`src/rtl/carrier_timer_pkg.sv`:
```
package carrier_timer_pkg;

    localparam int unsigned CT_DIV_DEFAULT    = 12;
    localparam int unsigned CT_PULSES_DEFAULT = 64;
    localparam int unsigned CT_BITS_DEFAULT   = 64;

    typedef enum logic {
        DUTY_QUARTER = 1'b0,
        DUTY_THIRD   = 1'b1
    } duty_e;

    typedef struct packed {
        logic pulse_end;
        logic bit_end;
        logic frame_end;
    } tick_t;

    function automatic int unsigned high_phases(input duty_e d, input int unsigned div);
        return (d == DUTY_THIRD) ? div / 3 : div / 4;
    endfunction

endpackage

```
`src/rtl/ct_run_gate.sv`:
```
module ct_run_gate (
    input  logic clk,
    input  logic rst,
    input  logic wake_req,
    input  logic sleep_req,
    output logic run_q,
    output logic run_d
);
    always_comb begin
        if (wake_req)       run_d = 1'b1;
        else if (sleep_req) run_d = 1'b0;
        else                run_d = run_q;
    end

    always_ff @(posedge clk) begin
        if (rst) run_q <= 1'b0;
        else     run_q <= run_d;
    end
endmodule

```
`src/rtl/ct_prescaler.sv`:
```
module ct_prescaler
    import carrier_timer_pkg::*;
#(
    parameter int unsigned DIV = CT_DIV_DEFAULT
) (
    input  logic  clk,
    input  logic  rst,
    input  logic  clr,
    input  logic  run,
    input  duty_e duty,
    output logic  carrier,
    output logic  last
);
    localparam int unsigned PHW = $clog2(DIV);
    localparam logic [PHW-1:0] LAST_PH = PHW'(DIV - 1);

    logic [PHW-1:0] phase;
    logic [PHW-1:0] high_lim;

    always_comb begin
        high_lim = PHW'(high_phases(duty, DIV));
        carrier  = run && (phase < high_lim);
        last     = run && (phase == LAST_PH);
    end

    always_ff @(posedge clk) begin
        if (rst || clr)  phase <= '0;
        else if (last)   phase <= '0;
        else if (run)    phase <= phase + 1'b1;
    end
endmodule

```
`src/rtl/ct_seq_counter.sv`:
```
module ct_seq_counter #(
    parameter int unsigned N = 64,
    localparam int unsigned W = $clog2(N)
) (
    input  logic         clk,
    input  logic         rst,
    input  logic         clr,
    input  logic         adv,
    output logic [W-1:0] cnt,
    output logic         wrap
);
    localparam logic [W-1:0] TOP = W'(N - 1);

    assign wrap = adv && (cnt == TOP);

    always_ff @(posedge clk) begin
        if (rst || clr)  cnt <= '0;
        else if (wrap)   cnt <= '0;
        else if (adv)    cnt <= cnt + 1'b1;
    end
endmodule

```
`src/rtl/carrier_ctl_timer.sv`:
```
module carrier_ctl_timer
    import carrier_timer_pkg::*;
#(
    parameter int unsigned DIV    = CT_DIV_DEFAULT,
    parameter int unsigned PULSES = CT_PULSES_DEFAULT,
    parameter int unsigned BITS   = CT_BITS_DEFAULT,
    localparam int unsigned PW    = $clog2(PULSES),
    localparam int unsigned BW    = $clog2(BITS),
    localparam int unsigned SW    = PW + BW
) (
    input  logic          clk,
    input  logic          rst,
    input  logic          wake_req,
    input  logic          sleep_req,
    input  logic          duty_sel,
    input  logic          envelope,
    output logic          running,
    output logic          carrier,
    output logic          bit_tick,
    output logic          frame_tick,
    output logic [SW-1:0] timer_state,
    output logic          mod_out
);
    logic          run_q, run_d, clr;
    logic          car;
    tick_t         tk;
    logic [PW-1:0] pulse_cnt;
    logic [BW-1:0] bit_cnt;
    duty_e         duty;

    assign duty = duty_e'(duty_sel);
    assign clr  = !run_q || !run_d;

    ct_run_gate u_gate (
        .clk(clk), .rst(rst), .wake_req(wake_req), .sleep_req(sleep_req),
        .run_q(run_q), .run_d(run_d)
    );

    ct_prescaler #(.DIV(DIV)) u_pre (
        .clk(clk), .rst(rst), .clr(clr), .run(run_q), .duty(duty),
        .carrier(car), .last(tk.pulse_end)
    );

    ct_seq_counter #(.N(PULSES)) u_pulse (
        .clk(clk), .rst(rst), .clr(clr), .adv(tk.pulse_end),
        .cnt(pulse_cnt), .wrap(tk.bit_end)
    );

    ct_seq_counter #(.N(BITS)) u_bit (
        .clk(clk), .rst(rst), .clr(clr), .adv(tk.bit_end),
        .cnt(bit_cnt), .wrap(tk.frame_end)
    );

    assign running     = run_q;
    assign carrier     = car;
    assign bit_tick    = tk.bit_end;
    assign frame_tick  = tk.frame_end;
    assign timer_state = {bit_cnt, pulse_cnt};
    assign mod_out     = envelope && car;
endmodule

```
`config.mk`:
```
export PLATFORM = sky130hd
export DESIGN_NAME = carrier_ctl_timer
export DESIGN_NICKNAME = d
export VERILOG_FILES = /design/src/rtl/carrier_timer_pkg.sv /design/src/rtl/ct_run_gate.sv /design/src/rtl/ct_prescaler.sv /design/src/rtl/ct_seq_counter.sv /design/src/rtl/carrier_ctl_timer.sv
export SDC_FILE = /design/constraint.sdc
export NUM_CORES = 1
export LEC_CHECK = 0
export BUFFER_PORTS_ARGS = -buffer_cell sky130_fd_sc_hd__buf_2
export CAP_MARGIN = 5
export CORE_MARGIN = 3
export CORE_UTILIZATION = 54
export DETAILED_ROUTE_END_ITERATION = 7
export PLACE_DENSITY = 0.82
export SETUP_SLACK_MARGIN = 0.1
export SLEW_MARGIN = 25
export SYNTH_ARGS = -nofsm -noshare
export SYNTH_HDL_FRONTEND = slang
export SYNTH_SLANG_ARGS = --single-unit
```
`constraint.sdc`:
```
create_clock -name clk -period 2.81 [get_ports clk]
set_clock_uncertainty 0.05 [all_clocks]
set_input_delay 0 -clock clk [delete_from_list [all_inputs] [get_ports clk]]
set_output_delay 0 -clock clk [all_outputs]
set_load 0.02 [all_outputs]
```
### Word-level counts from Yosys, hierarchy flattened

Cells that the tools add are included.

* add/subtract/negate cells: 3
* magnitude comparators: 1
* equal/unequal tests: 3
* muxes and demuxes: 3
* reduce and logical (&&, ||, !) cells: 12

Operators with widths (number)
* $add A6 B1 Y6 const B: 2
* $eq A6 B6 Y1 const B: 2
* $reduce_or A2 Y1: 3
* $logic_and A1 B1 Y1: 5
* $add A4 B1 Y4 const B: 1
* $eq A4 B4 Y1 const B: 1
* $lt A4 B4 Y1: 1
* $mux W3: 1
* $logic_not A1 Y1: 2
* $logic_or A1 B1 Y1: 2
* $mux W1: 2

* register bits: 17
* bits of input ports: 6

### Longest topological paths before layout

Gate-level depths: netlist of the first run.

* depth in word-level cells: 6
* mapped depth: 7

### By module

Synthesis of the first run repeated with hierarchy kept, for this count alone.

* cells, all modules: 93
* area total of the unflattened synthesis: 877.1 sq um

Modules (own cells, without submodules)
* ct_seq_counter: times used 2, cells an instance 31, area an instance 292.8 sq um, seq. area each 120.1 sq um
* ct_prescaler: times used 1, cells an instance 24, area an instance 231.5 sq um, seq. area each 80.1 sq um
* ct_run_gate: times used 1, cells an instance 5, area an instance 50.0 sq um, seq. area each 20.0 sq um
* carrier_ctl_timer: times used 1, cells an instance 2, area an instance 10.0 sq um, seq. area each 0.0 sq um

### Least setup slack after synthesis of the first run

No wires, ideal clock.

* kind: register -> register
* start point: register u_pulse.cnt[0]
* end point: register u_bit.cnt[2]
* setup time: 0.116 ns
* data arrival time: 1.822 ns
* data required time: 2.644 ns
* path slack: 0.821 ns
* cell stages (with the launch flop): 8
* cells stage by stage: dfxtp_1 -> ha_1 -> nand3_1 -> or3_1 -> buf_2 -> inv_1 -> a211oi_1 -> a31o_2

* word-level cells in the longest chain between the ends: 4

Ends and longest elaborated chain
* start: declaration: RTL line ct_seq_counter.sv:9 `output logic [W-1:0] cnt,`
* start signal: assignment: RTL line ct_seq_counter.sv:19 `else if (adv) cnt <= cnt + 1'b1;`
* $eq A6 B6 Y1 (*): RTL line ct_seq_counter.sv:14 `assign wrap = adv && (cnt == TOP);`
* $logic_and A1 B1 Y1 (*): RTL line ct_seq_counter.sv:14
* named net bit_tick: RTL line carrier_ctl_timer.sv:19 `output logic bit_tick,`
* $logic_and A1 B1 Y1: RTL line ct_seq_counter.sv:14
* $reduce_or A2 Y1 (no line)
* end signal: assignment: RTL line ct_seq_counter.sv:19
* end: declaration: RTL line ct_seq_counter.sv:9

The timed path passes the listed nets; every way through them passes the cells marked *.
A chain may end at the register's enable or synchronous reset.

### Final worst setup path of the first run

* start point: register u_pre.phase[1]
* end point: output port bit_tick

* word-level cells in the longest chain between the ends: 3

Ends and longest elaborated chain
* start: declaration: RTL line ct_prescaler.sv:17 `logic [PHW-1:0] phase;`
* start signal: assignment: RTL line ct_prescaler.sv:29 `else if (run) phase <= phase + 1'b1;`
* $eq A4 B4 Y1: RTL line ct_prescaler.sv:23 `last = run && (phase == LAST_PH);`
* $logic_and A1 B1 Y1: RTL line ct_prescaler.sv:23
* $logic_and A1 B1 Y1: RTL line ct_seq_counter.sv:14
* end: declaration: RTL line carrier_ctl_timer.sv:19

Every way passes these cells.

==> results of run 1 <==
[power by group]
part / switching, W / internal, W / leakage (nW) / total, W
Sequential: 0.00000316 / 0.000242 / 0.137 / 0.000246
Combinational: 0.0000131 / 0.0000108 / 0.306 / 0.0000239
Clock: 0.0000831 / 0.0000531 / 0.0177 / 0.000136
Total: 0.0000994 / 0.000306 / 0.461 / 0.000406
[worst max-delay path by stage]
stage | startpoint | slack (ns) | endpoint | depth (start not counted)
finish | u_pre.phase[1] | 0.78 | bit_tick | 5
global placement | u_pre.phase[0] | 0.95 | u_bit.cnt[2] | 6
global route | u_pre.phase[1] | 0.70 | bit_tick | 5
floorplan | u_pulse.cnt[0] | 0.82 | u_bit.cnt[2] | 7
CTS | u_pre.phase[1] | 0.80 | bit_tick | 5
detailed placement | u_pre.phase[1] | 0.87 | u_bit.cnt[2] | 6
[critical path, cell delays in order (launching register included)]
cell and delay (ns):
dfxtp_1 0.40, ha_1 0.27, nand4b_4 0.17, or3_1 0.49, inv_1 0.16, buf_2 0.19
[kinds of logic after synthesis]
kind of cell | share of synthesized area [%]
compound gates | 9.380
xor+xnor | 7.071
fa+ha+maj | 7.215
buf+inv | 4.905
flops | 39.25
mux | 2.309
simple gates | 29.87
[layout by cell type, fill, tap and decap left out, types with 3 or more instances in the layout]
master	Yosys	routed
buf_2	1	22
dfxtp_1	17	17
nor2_1	15	15
nand2_1	9	9
a21oi_1	7	7
nand3_1	6	6
inv_1	6	6
ha_1	5	5
xnor2_1	4	4
o21ai_0	3	3
nand4_1	3	3
xor2_1	3	3
clkbuf_4	0	3
[sequential cells by signal, summed over array words and instances, names as in the netlist]
register      flops
u_pulse.cnt       6
u_bit.cnt         6
u_pre.phase       4
u_gate.run_q      1
[timing repair]
| action | in CTS | in global routing |
|---|---|---|
| setup endpoints to repair | 0 | 0 |
| hold endpoints to repair | 1 | 0 |
| hold buffers | 2 | 0 |
[routing by layer]
layer	wire length [um]	global-route usage (%)	up-vias
met5	0	0	-
met1	777	22.75	350
met3	66	4.688	5
li1	-	-	398
met4	36	8.523	0
met2	873	31.32	13
[area by class of cell]
class / instances / area [um^2] / area share (%)
Timing Repair Buffer: 24 / 130.1 / 12.71
Clock buffer: 3 / 22.52 / 2.200
Inverter: 6 / 22.52 / 2.200
Clock inverter: 1 / 5.005 / 0.4890
Tap cell: 15 / 18.77 / 1.834
Multi-Input combinational cell: 76 / 484.2 / 47.31
Sequential cell: 17 / 340.3 / 33.25
[stage by stage]
| step | utilization [%] | hold WS [ns] | power [W] | area [um^2] | worst slack (ns) |
|---|---|---|---|---|---|
| after floorplan | - | 0.02238 | 0.0002652 | 867.1 | 0.8214 |
| after global placement | 69.77 | 0.1224 | 0.0002711 | 975.9 | 0.9480 |
| after detailed placement | 69.77 | 0.1297 | 0.0002726 | 975.9 | 0.8738 |
| after CTS | 73.17 | 0.2621 | 0.0004096 | 1023 | 0.7956 |
| after global routing | 73.17 | 0.2939 | 0.0004254 | 1023 | 0.7017 |
| final | 73.17 | 0.2612 | 0.0004056 | 1023 | 0.7787 |
==> out/metrics.yaml, run 1 <==
synthesis:
  synthTopCellsByArea: "dfxtp_1 (39%), ha_1 (7.2%), nor2_1 (6.5%)"
  synth_cell_types: 30
  synth_fp_nets: 113
  async_reset_ff_share_pct: 0
  synthFlopType: "dfxtp_1"
  synth_edf_count: 0
  synth_common_cells: "dfxtp_1 (17), nor2_1 (15), nand2_1 (9)"
  netlist_instances: 102
  yosys_warnings: 0
  avgSynthCellArea_um2: 8.501
  synth_top_area_cell: "dfxtp_1"
  synth-seq-area-share_pct: 39.25
  synth.most_common_cell: "dfxtp_1"
  synthesis.area_um2: 867.1
  synth_seq_cells: 17
  synth_top_area_share_pct: 39.25
timing:
  worst_slew_pin_slew_ns: 0.8448
  grt_setup_unrepaired: "no"
  setup_violations: 0
  setup_tns_ns: 0
  slew-limit-headroom_pct: 43.43
  slew_violations: 0
  final.min_clock_period_ns: 2.031
  fmax_mhz: 492.3
  period_share_pct: 72.29
  hold_viol: 0
critical_path:
  critPathMaxFanout: 9
  cp-start-kind: "flop"
  endpoint_kind: "output port"
  r2r_end: "u_bit.cnt[2]"
  r2r_slack_ns: 0.83
  cp.arrival_ns: 1.98
  cp.required_ns: 2.76
  r2r_start: "u_pre.phase[1]"
  path_class: "flop to output port"
  r2r_cells: 6
pwr:
  powerDensity_nw_per_um2: 396.3
  peakVddDrop_v: 0.0002928
  p_leak_nw: 0.4610
drt:
  dr.pass1.iters: 4
  post-route-drc-count: 0
  wl_per_cell_um: 12.34
  vias: 766
  viasPerCell: 5.394
  detail-route-antenna-nets: 0
  drt_iter0_drc: 8
  wl_um: 1752
clocking:
  clkLatencyLatePin_ns: 0.30
  cts-root-buf: "clkbuf_4"
  postCtsSetupRepairBufs: 0
  clkSlewWorstSetupHoldPaths_ns: 0.10
  cts.path.max_buffers: 2
  cts_tree: "done"
  numCtsBuffers: 3
  cts-resized-gates: 0
  clock-sinks: 17
  htreeDepth: 1
grt:
  grt-ovfl-total: 0
  grt_pass1_wl_um: 2877
  first_global_vias: 703
  globalRouteTotalUtil_pct: 18.91
  grt_max_degree: 12
  antenna_found_initial: 0
layout:
  layoutNonFillerInstCount: 142
  fillCellCount: 115
  drive_above_1_share_pct: 25.20
  diodes: 0
  area_growth_pct: 18.04
  fin_nets: 139
worst_hold_path:
  hold_path.class: "input port to flop"
  min_to: "u_bit.cnt[4]"
  min_path_cells: 3
  holdCritStartpoint: "wake_req"
floorplanning:
  dieArea_um2: 2122
  die_w_um: 46.07
  start_util_pct: 61.99
  core_area_um2: 1399
  fp.dieH_um: 46.07
  num_rows: 13
  ios: 23
placement:
  place.gp.congestion: 0.8045
  numPortBuffers: 22
  dpl.cell_count: 136
  dp_hpwl_um: 1333
status:
  outcome: "finished clean"
run:
  max_cap_viol_count: 0
(Power assumes the default switching activity.)
==> run 2: changes to the inputs <==
CORE_UTILIZATION = 50   (was 54)
PLACE_DENSITY = 0.76   (was 0.82)
clock period = 1.9 ns   (was 2.81 ns; I/O delays follow)
==> run 2 against run 1 <==
Against the previous run: final cell count grew 2.8%; hold slack improved by 0.0068 ns; routed wire length grew 1.8%; flip-flop and latch count is the same; die area is 7.0% higher; critical path depth unchanged; first-iteration DRC count increased by 140%; non-clock buffer count grew 3; via count increased by 5.0%; clock-buffer cell count unchanged; sequential share of layout area fell by 0.65 points.
==> out/metrics.yaml, run 2 (synthesis results as in run 1) <==
status:
  outcome: "finished clean"
worst_hold_path:
  min_path_cells: 3  # unchanged
  holdCritStartpoint: "envelope"
  hold_path.class: "input port to output port"
  min_to: "mod_out"
critical_path:
  cp.arrival_ns: 1.66  # -0.32 ns
  crit_slowest_cell: "dfxtp_2"
  r2r_slack_ns: 0.20  # -0.63 ns
  endpoint_kind: "output port"
  r2r_cells: 5  # -1
  cp-start-kind: "flop"
  cpPeakStageDelay_ns: 0.39  # -0.10 ns
  r2r_start: "u_pulse.cnt[0]"
  path_buf_inv: 1  # -1
  critPathMaxFanout: 6  # -3
  cpLargestDelayFamily: "simple AND/OR/NAND/NOR gates"
  r2r_end: "u_bit.cnt[3]"
  path_class: "flop to output port"
  cp.required_ns: 1.85  # -0.91 ns
  crit_path_cell_trace: "ha_2 -> nand4_1 -> or2_2 -> nor2_1 -> buf_4"
layout:
  fin_nets: 142  # +2.2%
  fillCellCount: 137  # +19%
  final_util_pct: 68.89  # -4.3 points
  register_area_um2: 354.1  # +4.0%
  layout_common_cells: "buf_2 (21), nor2_1 (15), dfxtp_1 (10), nand2_1 (9), a21oi_1 (7)"
  area_growth_pct: 25.25
  reg_top3: "u_bit.cnt (6), u_pulse.cnt (6), u_pre.phase (4)"
  diodes: 0  # unchanged
  multi_input_area_um2: 504.2  # +4.1%
  drive_above_1_share_pct: 35.38  # +10 points
  final_common_cell: "buf_2"
placement:
  place_ws_ns: 0.09834  # -0.7754 ns
  numPortBuffers: 22  # unchanged
  dp_hpwl_um: 1331  # -0.17%
  place.gp.congestion: 0.7730  # -3.9%
drt:
  wl_per_cell_um: 12.21  # -1.0%
  viasPerCell: 5.507  # +2.1%
  dr.pass1.iters: 4  # unchanged
  wl_um: 1783  # +1.8%
  vias: 804  # +5.0%
  post-route-drc-count: 0  # unchanged
  drt_iter0_drc: 19  # +11
  detail-route-antenna-nets: 0  # unchanged
grt:
  grt_pass1_wl_um: 2753  # -4.3%
  globalRouteTotalUtil_pct: 17.04  # -1.9 points
  first_global_vias: 661  # -6.0%
  antenna_found_initial: 0  # unchanged
  grt-ovfl-total: 0  # unchanged
  grt_max_degree: 12  # unchanged
clocking:
  cts-root-buf: "clkbuf_4"
  clkSlewWorstSetupHoldPaths_ns: 0.09  # about the same
  htreeDepth: 1  # unchanged
  clkLatencyLatePin_ns: 0.29  # about the same
  cts_tree: "done"
  numCtsBuffers: 3  # unchanged
  cts.path.max_buffers: 2  # unchanged
  postCtsSetupRepairBufs: 0  # unchanged
  clock-sinks: 17  # unchanged
timing:
  grt_setup_unrepaired: "no"
  hold_viol: 0  # unchanged
  fmax_mhz: 586.5
  worst_slack_ns: 0.1949  # -0.5838 ns
  setup_violations: 0  # unchanged
  holdWs_ns: 0.2680  # +0.006791 ns
  final.min_clock_period_ns: 1.705
  slew_violations: 0  # unchanged
  worst_slew_pin_slew_ns: 0.8724  # +0.02753 ns
  period_share_pct: 89.74
  slew-limit-headroom_pct: 41.59  # -1.8 points
  setup_tns_ns: 0  # unchanged
floorplanning:
  core_area_um2: 1577  # +13%
  start_util_pct: 55.00  # -7.0 points
  dieArea_um2: 2270  # +7.0%
  ios: 23  # unchanged
  fp.dieH_um: 47.65  # +3.4%
  num_rows: 14  # +1
  die_w_um: 47.65  # +3.4%
pwr:
  seq_power_share_pct: 60.6  # about the same
  peakVddDrop_v: 0.0003160  # +7.9%
  clkPwrFrac_pct: 32.9  # -0.7 points
  p_int_w: 0.0004527  # +48%
  combPwrFrac_pct: 6.5  # +0.6 points
  power.switching_w: 0.0001412  # +42%
  p_leak_nw: 0.4709  # +2.1%
  netSwitchingFraction_pct: 23.77  # -0.72 points
  powerDensity_nw_per_um2: 546.8  # +38%
run:
  max_cap_viol_count: 0  # unchanged
[run 2: area by class of cell]
cell class / count / share of cell area [%]
Clock inverter: 1 / 0.4608
Tap cell: 16 / 1.843
Multi-Input combinational cell: 76 / 46.43
Sequential cell: 17 / 32.60
Inverter: 6 / 2.304
Clock buffer: 3 / 2.074
Timing Repair Buffer: 27 / 14.29
[run 2: power by group through the flow]
stage	Sequential, W	Combinational (W)	Clock, W
2_1_floorplan	0.000371	0.0000221	0
3_3_place_gp	0.000370	0.0000337	0
3_5_place_dp	0.000370	0.0000351	0
4_1_cts	0.000362	0.0000387	0.000203
5_1_grt	0.000361	0.0000430	0.000218
6_report	0.000360	0.0000387	0.000195
[run 2: metal layers]
metal  wire (um)  track usage [%]  share of wire [%]  vias up
met2         891            28.07                 50       26
li1            -                -                  -      408
met1         778            21.22                 44      367
met3          88            4.511                4.9        3
met5           0                0                  0        -
met4          25            6.452                1.4        0
[run 2: worst max path at each step]
stage	slack, ns	from	cells after the start	end
4_1_cts	0.12	u_pre.phase[1]	5	frame_tick
2_1_floorplan	0.11	u_pulse.cnt[0]	6	u_bit.cnt[3]
3_3_place_gp	0.14	u_pre.phase[1]	5	u_bit.cnt[3]
6_report	0.19	u_bit.cnt[0]	5	frame_tick
5_1_grt	0.11	u_pulse.cnt[0]	5	u_bit.cnt[3]
3_5_place_dp	0.1	u_pre.phase[1]	5	u_bit.cnt[3]
[run 2: worst reg2reg max path, delay by kind of cell, from the launching register on]
| family | cells | cell delay, ns |
|---|---|---|
| adder cells (fa/ha/maj) | 1 | 0.16 |
| AO/OA/AOI/OAI | 1 | 0.15 |
| flip-flops | 1 | 0.37 |
| AND/OR/NAND/NOR | 3 | 0.90 |
[run 2: timing repair]
| action | in CTS | in global routing |
|---|---|---|
| endpoints found under the setup margin | 3 | 3 |
| hold buffers | 2 | 0 |
| resized for setup | 1 | 7 |
| hold endpoints to repair | 1 | 0 |
| pin swaps | 0 | 1 |
[run 2: per-stage QoR]
step                power (W)  cell area [um^2]  instances
floorplan           0.0003928             880.8        102
global placement    0.0004036              1011        140
detailed placement  0.0004053              1011        140
CTS                 0.0006033              1064        146
global route        0.0006218              1086        146
finish              0.0005938              1086        146
